**src/rtl/dbcd_pkg.sv**
```systemverilog
package dbcd_pkg;

    localparam int DIG_W   = 4;
    localparam int NUM_DIG = 2;
    localparam int SEG_W   = 7;
    localparam int MAX_DEC = 9;
    localparam int FOLD    = (1 << DIG_W) - (MAX_DEC + 1);

    typedef logic [DIG_W-1:0] digit_t;
    typedef logic [SEG_W-1:0] seg_t;

    typedef struct packed {
        logic   carry;
        digit_t sum;
    } bin_sum_t;

    typedef struct packed {
        logic   carry;
        digit_t digit;
    } dec_res_t;

    function automatic logic above_nine(input digit_t d);
        return int'(d) > MAX_DEC;
    endfunction

    function automatic seg_t seg_pattern(input digit_t d);
        seg_t p;
        case (d)
            4'd0:    p = 7'h3F;
            4'd1:    p = 7'h06;
            4'd2:    p = 7'h5B;
            4'd3:    p = 7'h4F;
            4'd4:    p = 7'h66;
            4'd5:    p = 7'h6D;
            4'd6:    p = 7'h7D;
            4'd7:    p = 7'h07;
            4'd8:    p = 7'h7F;
            4'd9:    p = 7'h6F;
            default: p = 7'h00;
        endcase
        return p;
    endfunction

endpackage

```
**src/rtl/dbcd_fa.sv**
```systemverilog
module dbcd_fa (
    input  logic x,
    input  logic y,
    input  logic ci,
    output logic s,
    output logic co
);
    assign s  = x ^ y ^ ci;
    assign co = (x & y) | (ci & (x ^ y));
endmodule

```
**src/rtl/dbcd_ripple.sv**
```systemverilog
module dbcd_ripple #(
    parameter int W = 4
) (
    input  logic [W-1:0] x,
    input  logic [W-1:0] y,
    input  logic         ci,
    output logic [W-1:0] s,
    output logic         co
);
    logic [W:0] chain;
    assign chain[0] = ci;

    for (genvar i = 0; i < W; i++) begin : g_bit
        dbcd_fa u_fa (
            .x  (x[i]),
            .y  (y[i]),
            .ci (chain[i]),
            .s  (s[i]),
            .co (chain[i+1])
        );
    end

    assign co = chain[W];

    always_comb begin
        p_ripple_sum_r1: assert (int'({co, s}) == int'(x) + int'(y) + int'(ci))
            else $error("ripple sum mismatch");
    end
endmodule

```
**src/rtl/dbcd_digit.sv**
```systemverilog
module dbcd_digit
    import dbcd_pkg::*;
(
    input  digit_t   a,
    input  digit_t   b,
    input  logic     ci,
    output bin_sum_t raw,
    output dec_res_t res
);
    logic fold;

    dbcd_ripple #(.W(DIG_W)) u_add (
        .x  (a),
        .y  (b),
        .ci (ci),
        .s  (raw.sum),
        .co (raw.carry)
    );

    assign fold      = raw.carry | above_nine(raw.sum);
    assign res.carry = fold;
    assign res.digit = fold ? digit_t'(raw.sum + digit_t'(FOLD)) : raw.sum;

    always_comb begin
        if (!above_nine(a) && !above_nine(b)) begin
            p_digit_range_r2: assert (int'(res.digit) <= MAX_DEC)
                else $error("digit out of decimal range");
            p_digit_value_r3: assert (int'(res.digit) + (MAX_DEC + 1) * int'(res.carry)
                                      == int'(a) + int'(b) + int'(ci))
                else $error("digit value mismatch");
        end
    end
endmodule

```
**src/rtl/dbcd_seg.sv**
```systemverilog
module dbcd_seg
    import dbcd_pkg::*;
(
    input  digit_t d,
    output seg_t   seg
);
    assign seg = seg_pattern(d);
endmodule

```
**src/rtl/dual_bcd_adder.sv**
```systemverilog
module dual_bcd_adder
    import dbcd_pkg::*;
(
    input  logic [3:0] a_hi,
    input  logic [3:0] a_lo,
    input  logic [3:0] b_hi,
    input  logic [3:0] b_lo,
    input  logic       cin,
    output logic [3:0] s2,
    output logic [3:0] s1,
    output logic [3:0] s0,
    output logic [3:0] lo_bin_sum,
    output logic       lo_bin_carry,
    output logic       digit_err,
    output logic [6:0] seg_a_hi,
    output logic [6:0] seg_a_lo,
    output logic [6:0] seg_b_hi,
    output logic [6:0] seg_b_lo,
    output logic [6:0] seg_s2,
    output logic [6:0] seg_s1,
    output logic [6:0] seg_s0
);
    localparam int NUM_SEG = 2 * NUM_DIG + NUM_DIG + 1;

    digit_t   op_a [NUM_DIG];
    digit_t   op_b [NUM_DIG];
    digit_t   sum_d[NUM_DIG];
    bin_sum_t raw  [NUM_DIG];
    dec_res_t res  [NUM_DIG];
    logic [NUM_DIG:0]   carry;
    logic [NUM_DIG-1:0] bad;
    digit_t seg_in [NUM_SEG];
    seg_t   seg_out[NUM_SEG];

    assign op_a[0]  = a_lo;
    assign op_a[1]  = a_hi;
    assign op_b[0]  = b_lo;
    assign op_b[1]  = b_hi;
    assign carry[0] = cin;

    for (genvar k = 0; k < NUM_DIG; k++) begin : g_dig
        dbcd_digit u_dig (
            .a   (op_a[k]),
            .b   (op_b[k]),
            .ci  (carry[k]),
            .raw (raw[k]),
            .res (res[k])
        );
        assign carry[k+1] = res[k].carry;
        assign sum_d[k]   = res[k].digit;
        assign bad[k]     = above_nine(op_a[k]) | above_nine(op_b[k]);
    end

    assign s0           = sum_d[0];
    assign s1           = sum_d[1];
    assign s2           = digit_t'(carry[NUM_DIG]);
    assign lo_bin_sum   = raw[0].sum;
    assign lo_bin_carry = raw[0].carry;
    assign digit_err    = |bad;

    assign seg_in[0] = a_hi;
    assign seg_in[1] = a_lo;
    assign seg_in[2] = b_hi;
    assign seg_in[3] = b_lo;
    assign seg_in[4] = s2;
    assign seg_in[5] = s1;
    assign seg_in[6] = s0;

    for (genvar j = 0; j < NUM_SEG; j++) begin : g_seg
        dbcd_seg u_seg (
            .d   (seg_in[j]),
            .seg (seg_out[j])
        );
    end

    assign seg_a_hi = seg_out[0];
    assign seg_a_lo = seg_out[1];
    assign seg_b_hi = seg_out[2];
    assign seg_b_lo = seg_out[3];
    assign seg_s2   = seg_out[4];
    assign seg_s1   = seg_out[5];
    assign seg_s0   = seg_out[6];

    always_comb begin
        p_top_digit_r4: assert (s2[3:1] == 3'b000)
            else $error("top digit wider than one bit");
        if (!digit_err) begin
            p_valid_sum_r5: assert (int'(s0) <= MAX_DEC && int'(s1) <= MAX_DEC)
                else $error("sum digit out of range with valid operands");
        end
    end
endmodule

```
**config.mk**
```make
export PLATFORM = sky130hd
export DESIGN_NAME = dual_bcd_adder
export DESIGN_NICKNAME = d
export VERILOG_FILES = /design/src/rtl/dbcd_pkg.sv /design/src/rtl/dbcd_fa.sv /design/src/rtl/dbcd_ripple.sv /design/src/rtl/dbcd_digit.sv /design/src/rtl/dbcd_seg.sv /design/src/rtl/dual_bcd_adder.sv
export SDC_FILE = /design/constraint.sdc
export NUM_CORES = 1
export LEC_CHECK = 0
export ABC_AREA = 1
export BUFFER_PORTS_ARGS = -buffer_cell sky130_fd_sc_hd__buf_2
export CORE_ASPECT_RATIO = 1.1
export CORE_MARGIN = 2
export CORE_UTILIZATION = 45
export DETAILED_ROUTE_END_ITERATION = 16
export PLACE_DENSITY = 0.78
export SLEW_MARGIN = 20
export SYNTH_ARGS = -nofsm -noshare
export SYNTH_HDL_FRONTEND = slang
export SYNTH_SLANG_ARGS = --single-unit
```
**constraint.sdc**
```tcl
create_clock -name vclk -period 5.8
set_input_delay 0 -clock vclk [all_inputs]
set_output_delay 0 -clock vclk [all_outputs]
set_load 0.05 [all_outputs]
```
### Yosys cells after proc, flatten, opt, wreduce, memory -nomap -nowiden

Memory sizes are Yosys's and may differ from the RTL's.
Cells that the tools add are included.
W data, S select, Z words.

* input port bits: 17
* latch bits: 0
* memories kept: 7
* flip-flop bits (word level): 0
* RAM bits: 0
* ROM bits: 784
* output and inout port bits: 67

* reductions and logical operators: 1
* order comparisons: 6
* $add $sub $neg: 2
* bitwise gates (word level): 44
* shift-type cells: 0
* div/mod/pow operators: 0
* equality and inequality tests: 0
* mux-type cells: 2
* $mul: 0

Memory list
* (name not given): depth 16, width 7, read ports 1, clocked after Yosys merged registers in 0, write ports 0, line dbcd_pkg.sv:28 `case (d)`
* (name not given): depth 16, width 7, read ports 1, clocked after Yosys merged registers in 0, write ports 0, line dbcd_pkg.sv:28
* (name not given): depth 16, width 7, read ports 1, clocked after Yosys merged registers in 0, write ports 0, line dbcd_pkg.sv:28
* (name not given): depth 16, width 7, read ports 1, clocked after Yosys merged registers in 0, write ports 0, line dbcd_pkg.sv:28
* (name not given): depth 16, width 7, read ports 1, clocked after Yosys merged registers in 0, write ports 0, line dbcd_pkg.sv:28
* (name not given): depth 16, width 7, read ports 1, clocked after Yosys merged registers in 0, write ports 0, line dbcd_pkg.sv:28
* +1 memories

Operators with widths (number)
* $gt A4 B4 Y1 const B: 6
* $and A1 B1 Y1: 16
* $xor A1 B1 Y1: 16
* $or A1 B1 Y1: 12
* $add A4 B3 Y4 const B: 2
* $mux W4: 2
* $reduce_or A2 Y1: 1

### Logic depth before layout (Yosys ltp)

Gate-level depths: netlist of run 1.
An unclocked memory read counts as a cell.

* depth after elaboration: 21
* mapped depth: 25

### Hierarchy

A second synthesis of run 1 with hierarchy kept.

* cells, all modules: 338
* area, all modules: 1921.8 sq um

Modules (own cells, without submodules)
* dbcd_seg: area each 210.2 sq um, cells each 39, times used 7
* dbcd_digit: area each 103.8 sq um, cells each 19, times used 2
* dbcd_fa: area each 20.0 sq um, cells each 1, times used 8
* dual_bcd_adder: area each 82.6 sq um, cells each 19, times used 1

### Worst setup path after synthesis of run 1

OpenSTA, ideal clock, no wires.

* kind: in2out
* start: input a_lo[0]
* end: output seg_s1[4]
* path slack: 691 ps
* cell stages on the path: 22
* arrival time: 5109 ps
* path buffers: 0
* data required time: 5800 ps
* path through: fa_1 > fa_1 > inv_1 > fa_1 > inv_1 > fa_1 > nand2_2 > nand2_4 > fa_1 > inv_1 > fa_1 > fa_1 > fa_1 > inv_2 > nand2_2 > nand2_2 > nand2_1 > nand2_1 > inv_2 > ha_1 > nand2_1 > o21ai_1

* longest elaborated chain between the ends: 21
* elaborated cells between the ends (all ways): 33

Ends and longest elaborated chain
* start: declaration: line dual_bcd_adder.sv:5 `input logic [3:0] a_lo,`
* $xor A1 B1 Y1: line dbcd_fa.sv:9 `assign co = (x & y) | (ci & (x ^ y));`
* $and A1 B1 Y1: line dbcd_fa.sv:9
* $or A1 B1 Y1 *: line dbcd_fa.sv:9
* $and A1 B1 Y1 *: line dbcd_fa.sv:9
* $or A1 B1 Y1 *: line dbcd_fa.sv:9
* $and A1 B1 Y1 *: line dbcd_fa.sv:9
* $or A1 B1 Y1 *: line dbcd_fa.sv:9
* $xor A1 B1 Y1 *: line dbcd_fa.sv:8 `assign s = x ^ y ^ ci;`
* via g_dig[0].u_dig.u_add.g_bit[3].u_fa.s: line dbcd_fa.sv:5 `output logic s,`
* [... 7 more ...]
* $or A1 B1 Y1: line dbcd_fa.sv:9
* $xor A1 B1 Y1 / $and A1 B1 Y1 (equally long branches): line dbcd_fa.sv:8, dbcd_fa.sv:9
* $gt A4 B4 Y1 / $or A1 B1 Y1 (equally long branches): line dbcd_pkg.sv:23, dbcd_fa.sv:9
* $or A1 B1 Y1 *: line dbcd_digit.sv:20 `assign fold = raw.carry | above_nine(raw.sum);`
* via g_dig[1].u_dig.fold: line dbcd_digit.sv:10 `logic fold;`
* $mux W4 *: line dbcd_digit.sv:22 `assign res.digit = fold ? digit_t'(raw.sum + digit_t'(FOLD)) : raw.sum;`
* via s1[1]: line dual_bcd_adder.sv:10 `output logic [3:0] s1,`
* $mem_v2 Z16 W7 *
* end: declaration: line dual_bcd_adder.sv:20 `output logic [6:0] seg_s1,`

Mark *: on every way through the listed nets, which the timed path passes. The rest lies on a longest branch.

### Final worst setup path of run 1

* start: input a_lo[0]
* end: output seg_s1[3]

* longest elaborated chain between the ends: 21
* elaborated cells between the ends (all ways): 33

Ends and longest elaborated chain (line)
* $xor A1 B1 Y1: dbcd_fa.sv:8, dbcd_fa.sv:9
* $and A1 B1 Y1: dbcd_fa.sv:9
* $or A1 B1 Y1: dbcd_fa.sv:9
* $and A1 B1 Y1: dbcd_fa.sv:9
* $or A1 B1 Y1: dbcd_fa.sv:9
* $and A1 B1 Y1: dbcd_fa.sv:9
* $or A1 B1 Y1: dbcd_fa.sv:9
* $xor A1 B1 Y1 / $and A1 B1 Y1 (equally long branches): dbcd_fa.sv:8, dbcd_fa.sv:9
* [... 5 more ...]
* $or A1 B1 Y1: dbcd_fa.sv:9
* $and A1 B1 Y1: dbcd_fa.sv:9
* $or A1 B1 Y1: dbcd_fa.sv:9
* $xor A1 B1 Y1 / $and A1 B1 Y1 (equally long branches): dbcd_fa.sv:8, dbcd_fa.sv:9
* $gt A4 B4 Y1 / $or A1 B1 Y1 (equally long branches): dbcd_pkg.sv:23, dbcd_fa.sv:9
* $or A1 B1 Y1: dbcd_digit.sv:20
* $mux W4 *: dbcd_digit.sv:22
* $mem_v2 Z16 W7 *

Every way passes the cells marked *; elsewhere a longest branch is shown, timed or not.

==> results of run 1 <==
[critical path: stages]
cell     delay (ps)
buf_2           140
fa_1            440
fa_1            370
inv_1            80
fa_1            160
inv_1            50
fa_1            610
nand2_2         130
nand2_4         120
fa_1            170
inv_1            50
fa_1            370
fa_1            390
fa_1            470
inv_2           100
nand2_2          70
nand2_2         110
nand2_1          60
nand2_1         200
inv_2           100
ha_1            290
nand3_1          70
nand2_1          70
nand2_1          40
nand2_1          60
buf_2           250
[cells by family after synthesis]
logic type,after synthesis
simple gates,142
buf+inv,59
fa+ha+maj,50
compound gates,34
other cells,2
xor+xnor,1
[cells in the mapped netlist]
| master | count |
|---|---|
| or2_1 | 3 |
| o21ai_1 | 8 |
| nand2_1 | 92 |
| nand3_1 | 18 |
| conb_1 | 2 |
| or2_2 | 1 |
| nand4_1 | 1 |
| nand3b_1 | 3 |
| a21oi_2 | 2 |
| nor2_1 | 14 |
| o21ai_2 | 2 |
| nand3_2 | 2 |
| ha_1 | 42 |
| inv_2 | 8 |
| fa_1 | 8 |
| buf_4 | 16 |
| o21ai_0 | 21 |
| nand2_2 | 7 |
| nand2_4 | 1 |
| xor2_1 | 1 |
| inv_1 | 35 |
| a21oi_1 | 1 |
[cell usage in the layout, fill, tap and decap left out, drive strengths merged]
cell type,n
nand3,20
xor2,1
inv,43
conb,6
nand2,100
buf,78
ha,42
nand3b,3
a21oi,3
nand4,1
nor2,14
o21ai,31
fa,8
or2,4
[how the worst min path moves through the flow]
stage          cells after the start     endpoint  startpoint
3_3_place_gp                       3  seg_b_hi[1]     b_hi[3]
3_5_place_dp                       3  seg_b_hi[1]     b_hi[3]
5_1_grt                            3  seg_b_hi[1]     b_hi[3]
2_1_floorplan                      3  seg_b_hi[1]     b_hi[2]
6_report                           3  seg_b_hi[1]     b_hi[3]
4_1_cts                            3  seg_b_hi[1]     b_hi[3]
[layer usage]
metal / GRT usage [%] / vias up / routed length, um
li1: - / 1009 / -
met1: 20.8 / 781 / 1700
met2: 32.2 / 57 / 1790
met3: 1.93 / 4 / 253
met4: 1.45 / 0 / 31
met5: 0 / - / 0
[power groups by stage]
| stage | clock network [W] | logic [W] | registers [W] |
|---|---|---|---|
| after floorplan | 0 | 0.000678 | 0 |
| after global placement | 0 | 0.000809 | 0 |
| after detailed placement | 0 | 0.000813 | 0 |
| after CTS | 0 | 0.000815 | 0 |
| after global routing | 0 | 0.000876 | 0 |
| final | 0 | 0.000811 | 0 |
[metrics by stage]
| step | std cells | area (sq um) | util, % |
|---|---|---|---|
| after floorplan | 292 | 1800 | - |
| after global placement | 406 | 2140 | 55.1 |
| after detailed placement | 406 | 2140 | 55.1 |
| after CTS | 406 | 2140 | 55.1 |
| after global routing | 406 | 2140 | 55.1 |
| final | 406 | 2140 | 55.1 |
[final cells by class]
class | count | area, sq um | area share, %
inverters | 43 | 161 | 7.56
multi-input cells | 233 | 1520 | 71.1
well taps | 52 | 65.1 | 3.05
repair buffers | 78 | 390 | 18.3
==> flow_summary.toml, run 1 <==
[clock_network]
ctsResizeCount = 0
cts_hold_buf = 0
post_cts.repair.setup_buffers = 0

[power_and_ir_drop]
clkPwrFrac_pct = 0
peakVddDrop_uv = 175
p_switching_w = 0.000630
combinationalPowerShare_pct = 100.0
sequentialPowerShare_pct = 0
total_power_w = 0.000811
switching_share_pct = 77.6
cellPowerDensity_mw_per_mm2 = 380
p_leak_nw = 1.41
p_int_w = 0.000182

[yosys]
yosysTopAreaCell = "ha_1"
synth-compound-area-share_pct = 10.4
synth_simple_gate_area_share_pct = 34.5
yosysSeqAreaShare_pct = 0
synth_xor_xnor_area_share_pct = 0.491
synth_area_per_cell_sq_um = 6.20
syn_inst = 288
synth_area_sq_mm = 0.00179
yosysWarnings = 0
synth_area_leaders = "ha_1 (29%), nand2_1 (19%), fa_1 (9.0%), inv_1 (7.4%), buf_4 (6.7%)"
yosys.area_share.adder_pct = 38.4
synth_top_family_by_area = "adder cells"
ys_types = 22
synth_top_area_share_pct = 29.4
muxShareOfSynthArea_pct = 0

[setup_path]
crit_start = "a_lo[0]"
critPathKind = "input pin to primary output"
crit_required_ps = 5800
worst_setup_path_end_kind = "primary output"
crit_path_max_fanout = 7
cp_data_arrival_time_ps = 4960
cp-start-kind = "input pin"
crit_end = "seg_s1[3]"

[place]
gp_congestion = 0.866
place_ws_ps = 847
dp_hpwl_um = 3340
port_buffers = 78

[min_path]
hold_class = "input pin to primary output"

[detailed_routing]
wl_per_cell_um = 9.29
route.detailed.drc = 0
vias_per_cell = 4.56
antenna_left = 0
drt_pass1_iterations = 4
finalWirelength_um = 3770
vias = 1851
drtIter0Drc = 39

[layout]
nFlopsAndLatches = 0
final_nets = 423
fill_cells = 398
drive_gt1_share_pct = 28.5
n_antenna_cell = 0
seqCellArea_sq_um = 0
synthToLayoutAreaGrowth_pct = 19.6
clkbuf_count = 0

[timing]
final_max_slew_viol_count = 0
setup_tns_ps = 0
fin_crit_sh_pct = 85.5
fmax_mhz = 202
setup_viol = 0
period_minus_slack_ps = 4960
hold_ws_ps = 373
layout_setup_ws_ps = 841
hold_violations = 0
rsz0062_at_grt = "false"

[global_route]
grt_pass1_vias = 1602
grt_pass1_wl_um = 6620
grt_max_degree = 9
antenna_found_initial = 0
overflow = 0
grt_use_total_pct = 16.9

[floorplan]
rows = 24
dieHeight_um = 70.1
die_x_um = 64.1
initial_core_util_pct = 46.1
die-area_sq_mm = 0.00449
core_area_sq_mm = 0.00387
ios = 84

[flow_run]
cap_violations = 0

[status]
status = "completed"
Note: power is estimated with default switching activity, not from simulation.
==> run 2, diff against run 1 <==
--- a/config.mk
+++ b/config.mk
@@ -8,7 +8,6 @@
 export ABC_AREA = 1
 export BUFFER_PORTS_ARGS = -buffer_cell sky130_fd_sc_hd__buf_2
 export CORE_ASPECT_RATIO = 1.1
-export CORE_MARGIN = 2
 export CORE_UTILIZATION = 45
 export DETAILED_ROUTE_END_ITERATION = 16
 export PLACE_DENSITY = 0.78
==> run 2 against run 1 <==
  * Highest routed layer unchanged
  * Worst setup slack worse by 57 ps
  * First-iteration DRC count up 74%
  * Sequential share of layout area unchanged
  * Critical endpoint unchanged
  * Combinational power up 0.5%
  * Via count up 3.3%
  * Die area down 5.9%
  * Global-route usage up 2.0 points
  * Utilization up 2.3 points
==> flow_summary.toml, run 2 (synthesis results as in run 1) <==
[status]
status = "completed"

[power_and_ir_drop]
p_leak_nw = 1.41
cellPowerDensity_mw_per_mm2 = 382
peakVddDrop_uv = 134

[setup_path]
crit_required_ps = 5800
critPathKind = "input pin to primary output"
worst_setup_path_end_kind = "primary output"
cp-start-kind = "input pin"
cp_data_arrival_time_ps = 5020
crit_path_max_fanout = 7

[detailed_routing]
drtIter0Drc = 68
vias = 1912
wl_met3_um = 178
wl_met1_um = 1790
vias_per_cell = 4.73
top_layer = "met4"
met2_length_um = 1950
drt_pass1_iterations = 4
route.detailed.drc = 0
finalWirelength_um = 3930
antenna_left = 0
wl_per_cell_um = 9.73

[floorplan]
core_area_sq_mm = 0.00371
ios = 84
die_x_um = 62.1
initial_core_util_pct = 48.1
die-area_sq_mm = 0.00422
rows = 23
dieHeight_um = 68.1

[timing]
period_minus_slack_ps = 5020
rsz0062_at_grt = "false"
setup_tns_ps = 0
hold_violations = 0
final_max_slew_viol_count = 0
fmax_mhz = 199
fin_crit_sh_pct = 86.5
setup_viol = 0

[layout]
seqCellArea_sq_um = 0
nFlopsAndLatches = 0
drive_gt1_share_pct = 28.5
final_nets = 423
synthToLayoutAreaGrowth_pct = 19.5
clkbuf_count = 0
n_antenna_cell = 0
fin_area_sq_mm = 0.00213
final_cell_mix = "nand2_1 (92), buf_2 (78), ha_1 (42), inv_1 (35), o21ai_0 (21)"
final_common_cell = "nand2_1"

[global_route]
overflow = 0
antenna_found_initial = 0
grt_max_degree = 9
grt_pass1_vias = 1586
grt_use_total_pct = 18.9
grt_pass1_wl_um = 6420

[min_path]
hold_class = "input pin to primary output"

[flow_run]
cap_violations = 0

[clock_network]
ctsResizeCount = 0
post_cts.repair.setup_buffers = 0
cts_hold_buf = 0

[place]
port_buffers = 78
gp_congestion = 0.858
dp_hpwl_um = 3460
placed_area_sq_mm = 0.00213
-- run 2: cell counts in the layout (fill, tap and decap cells not counted) --
No cell type changed its count.
-- run 2: metrics by stage --
step           power (W)  std cells  worst slack, ps  hold slack (ps)  util [%]
4_1_cts         0.000817        404              800              375      57.5
3_5_place_dp    0.000815        404              801              374      57.5
2_1_floorplan   0.000678        292              691              272         -
6_report        0.000815        404              784              379      57.5
5_1_grt         0.000891        404              443              394      57.5
3_3_place_gp    0.000809        404              968              381      57.5
-- run 2: final timing paths --
check	startpoint	endpoint	slack, ps	cells past startpoint
setup / recovery	a_lo[0]	seg_s1[3]	780	26
hold / removal	b_hi[3]	seg_b_hi[1]	380	3
-- run 2: area by class of cell --
cell class	instances	area, sq um
fillers	381	1580
multi-input cells	233	1520
repair buffers	78	390
inverters	43	161
well taps	50	62.6
-- run 2: critical path: stages --
cell	delay, ps
buf_2	140
fa_1	460
fa_1	380
inv_1	80
fa_1	160
inv_1	50
fa_1	610
nand2_2	130
nand2_4	120
fa_1	170
inv_1	50
fa_1	370
fa_1	390
fa_1	480
inv_2	100
nand2_2	80
nand2_2	130
nand2_1	70
nand2_1	190
inv_2	90
ha_1	290
nand3_1	70
nand2_1	70
nand2_1	50
nand2_1	60
buf_2	250
-- run 2: power by group --
part | internal (W) | leakage (nW) | total (W) | switching [W]
registers | 0 | 0 | 0 | 0
logic | 0.000182 | 1.41 | 0.000815 | 0.000632
clock network | 0 | 0 | 0 | 0
-- run 2: routing by layer --
| metal | vias up | GRT usage (%) |
|---|---|---|
| met3 | 2 | 0.945 |
| met4 | 0 | 1.67 |
| li1 | 1007 | - |
| met5 | - | 0 |
| met1 | 847 | 23.0 |
| met2 | 56 | 36.7 |
==> run 3, diff against run 2 <==
--- a/config.mk
+++ b/config.mk
@@ -8,6 +8,7 @@
 export ABC_AREA = 1
 export BUFFER_PORTS_ARGS = -buffer_cell sky130_fd_sc_hd__buf_2
 export CORE_ASPECT_RATIO = 1.1
+export CORE_MARGIN = 3
 export CORE_UTILIZATION = 45
 export DETAILED_ROUTE_END_ITERATION = 16
 export PLACE_DENSITY = 0.78
==> run 3 against run 2 <==
  * Worst setup slack improved by 17 ps
  * Critical path depth did not move
  * Die area is 13% higher
  * Sequential share of layout area is the same
  * Final area unchanged
  * Final cell count stayed put
  * Critical path type unchanged
  * Non-clock buffer count stayed put
  * Clock-buffer cell count did not move
  * Via count decreased by 2.5%
==> flow_summary.toml, run 3 (synthesis results as in run 1) <==
[status]
status = "completed"

[power_and_ir_drop]
peakVddDrop_uv = 161
p_leak_nw = 1.41
cellPowerDensity_mw_per_mm2 = 382

[timing]
layout_setup_ws_ps = 801
final_max_slew_viol_count = 0
setup_tns_ps = 0
setup_viol = 0
hold_violations = 0
fin_crit_sh_pct = 86.2
period_minus_slack_ps = 5000
hold_ws_ps = 376
fmax_mhz = 200
rsz0062_at_grt = "false"

[detailed_routing]
vias = 1865
drt_pass1_iterations = 4
drtIter0Drc = 45
route.detailed.drc = 0
antenna_left = 0
finalWirelength_um = 4010
vias_per_cell = 4.62
wl_per_cell_um = 9.91

[layout]
n_antenna_cell = 0
clkbuf_count = 0
final_common_cell = "nand2_1"
final_nets = 423
fill_cells = 401
nFlopsAndLatches = 0
seqCellArea_sq_um = 0
drive_gt1_share_pct = 28.5
synthToLayoutAreaGrowth_pct = 19.5
multi_input_area_sq_mm = 0.00152
fin_area_sq_mm = 0.00213
fin_util_pct = 57.0
final_cell_mix = "nand2_1 (92), buf_2 (78), ha_1 (42), inv_1 (35), o21ai_0 (21)"

[min_path]
min-delay-start = "b_hi[3]"
hold_class = "input pin to primary output"

[floorplan]
die_x_um = 66.1
dieHeight_um = 72.1
ios = 84
rows = 23
die-area_sq_mm = 0.00476
core_area_sq_mm = 0.00374
initial_core_util_pct = 47.7

[place]
port_buffers = 78
gp_congestion = 0.841
dp_hpwl_um = 3570
placed_area_sq_mm = 0.00213
place_ws_ps = 850

[setup_path]
cp-start-kind = "input pin"
cp_data_arrival_time_ps = 5000
worst_setup_path_end_kind = "primary output"
crit_required_ps = 5800
crit_path_max_fanout = 7
critPathKind = "input pin to primary output"
crit_start = "a_lo[0]"

[global_route]
grt_pass1_wl_um = 6800
grt_use_total_pct = 16.6
grt_max_degree = 9
overflow = 0
antenna_found_initial = 0
grt_pass1_vias = 1673

[flow_run]
cap_violations = 0

[clock_network]
cts_hold_buf = 0
ctsResizeCount = 0
post_cts.repair.setup_buffers = 0
[run 3: cell counts in the layout (fill, tap and decap cells not counted)]
Identical to the previous run, type by type.
[run 3: cell type report]
class,instances,share of cell area [%]
Multi-Input combinational cell,233,71.2
Timing Repair Buffer,78,18.3
Inverter,43,7.57
Tap cell,50,2.93
[run 3: critical path: stages]
cell and delay [ps]:
buf_2 140, fa_1 440, fa_1 380, inv_1 80
fa_1 160, inv_1 50, fa_1 620, nand2_2 140
nand2_4 120, fa_1 170, inv_1 50, fa_1 370
fa_1 390, fa_1 470, inv_2 100, nand2_2 80
nand2_2 120, nand2_1 60, nand2_1 190, inv_2 100
ha_1 280, nand3_1 70, nand2_1 80, nand2_1 50
nand2_1 60, buf_2 250
[run 3: per-stage QoR]
| stage | power, W | cells |
|---|---|---|
| after global routing | 0.000880 | 404 |
| after global placement | 0.000813 | 404 |
| after detailed placement | 0.000818 | 404 |
| after CTS | 0.000819 | 404 |
| after floorplan | 0.000678 | 292 |
| final | 0.000815 | 404 |
[run 3: power by group]
part	switching, W	internal, W
registers	0	0
clock network	0	0
logic	0.000634	0.000182
[run 3: final timing paths]
kind,endpoint,cells after the start
setup / recovery,seg_s1[3],26
hold / removal,seg_b_hi[1],3
[run 3: per-layer routing]
metal  up-vias  part of all wire (%)  track usage (%)
met4         0                     0            0.226
met3         0                   7.5             1.39
met2        52                    48             32.1
met5         -                     0                0
li1       1010                     -                -
met1       803                    44             20.9
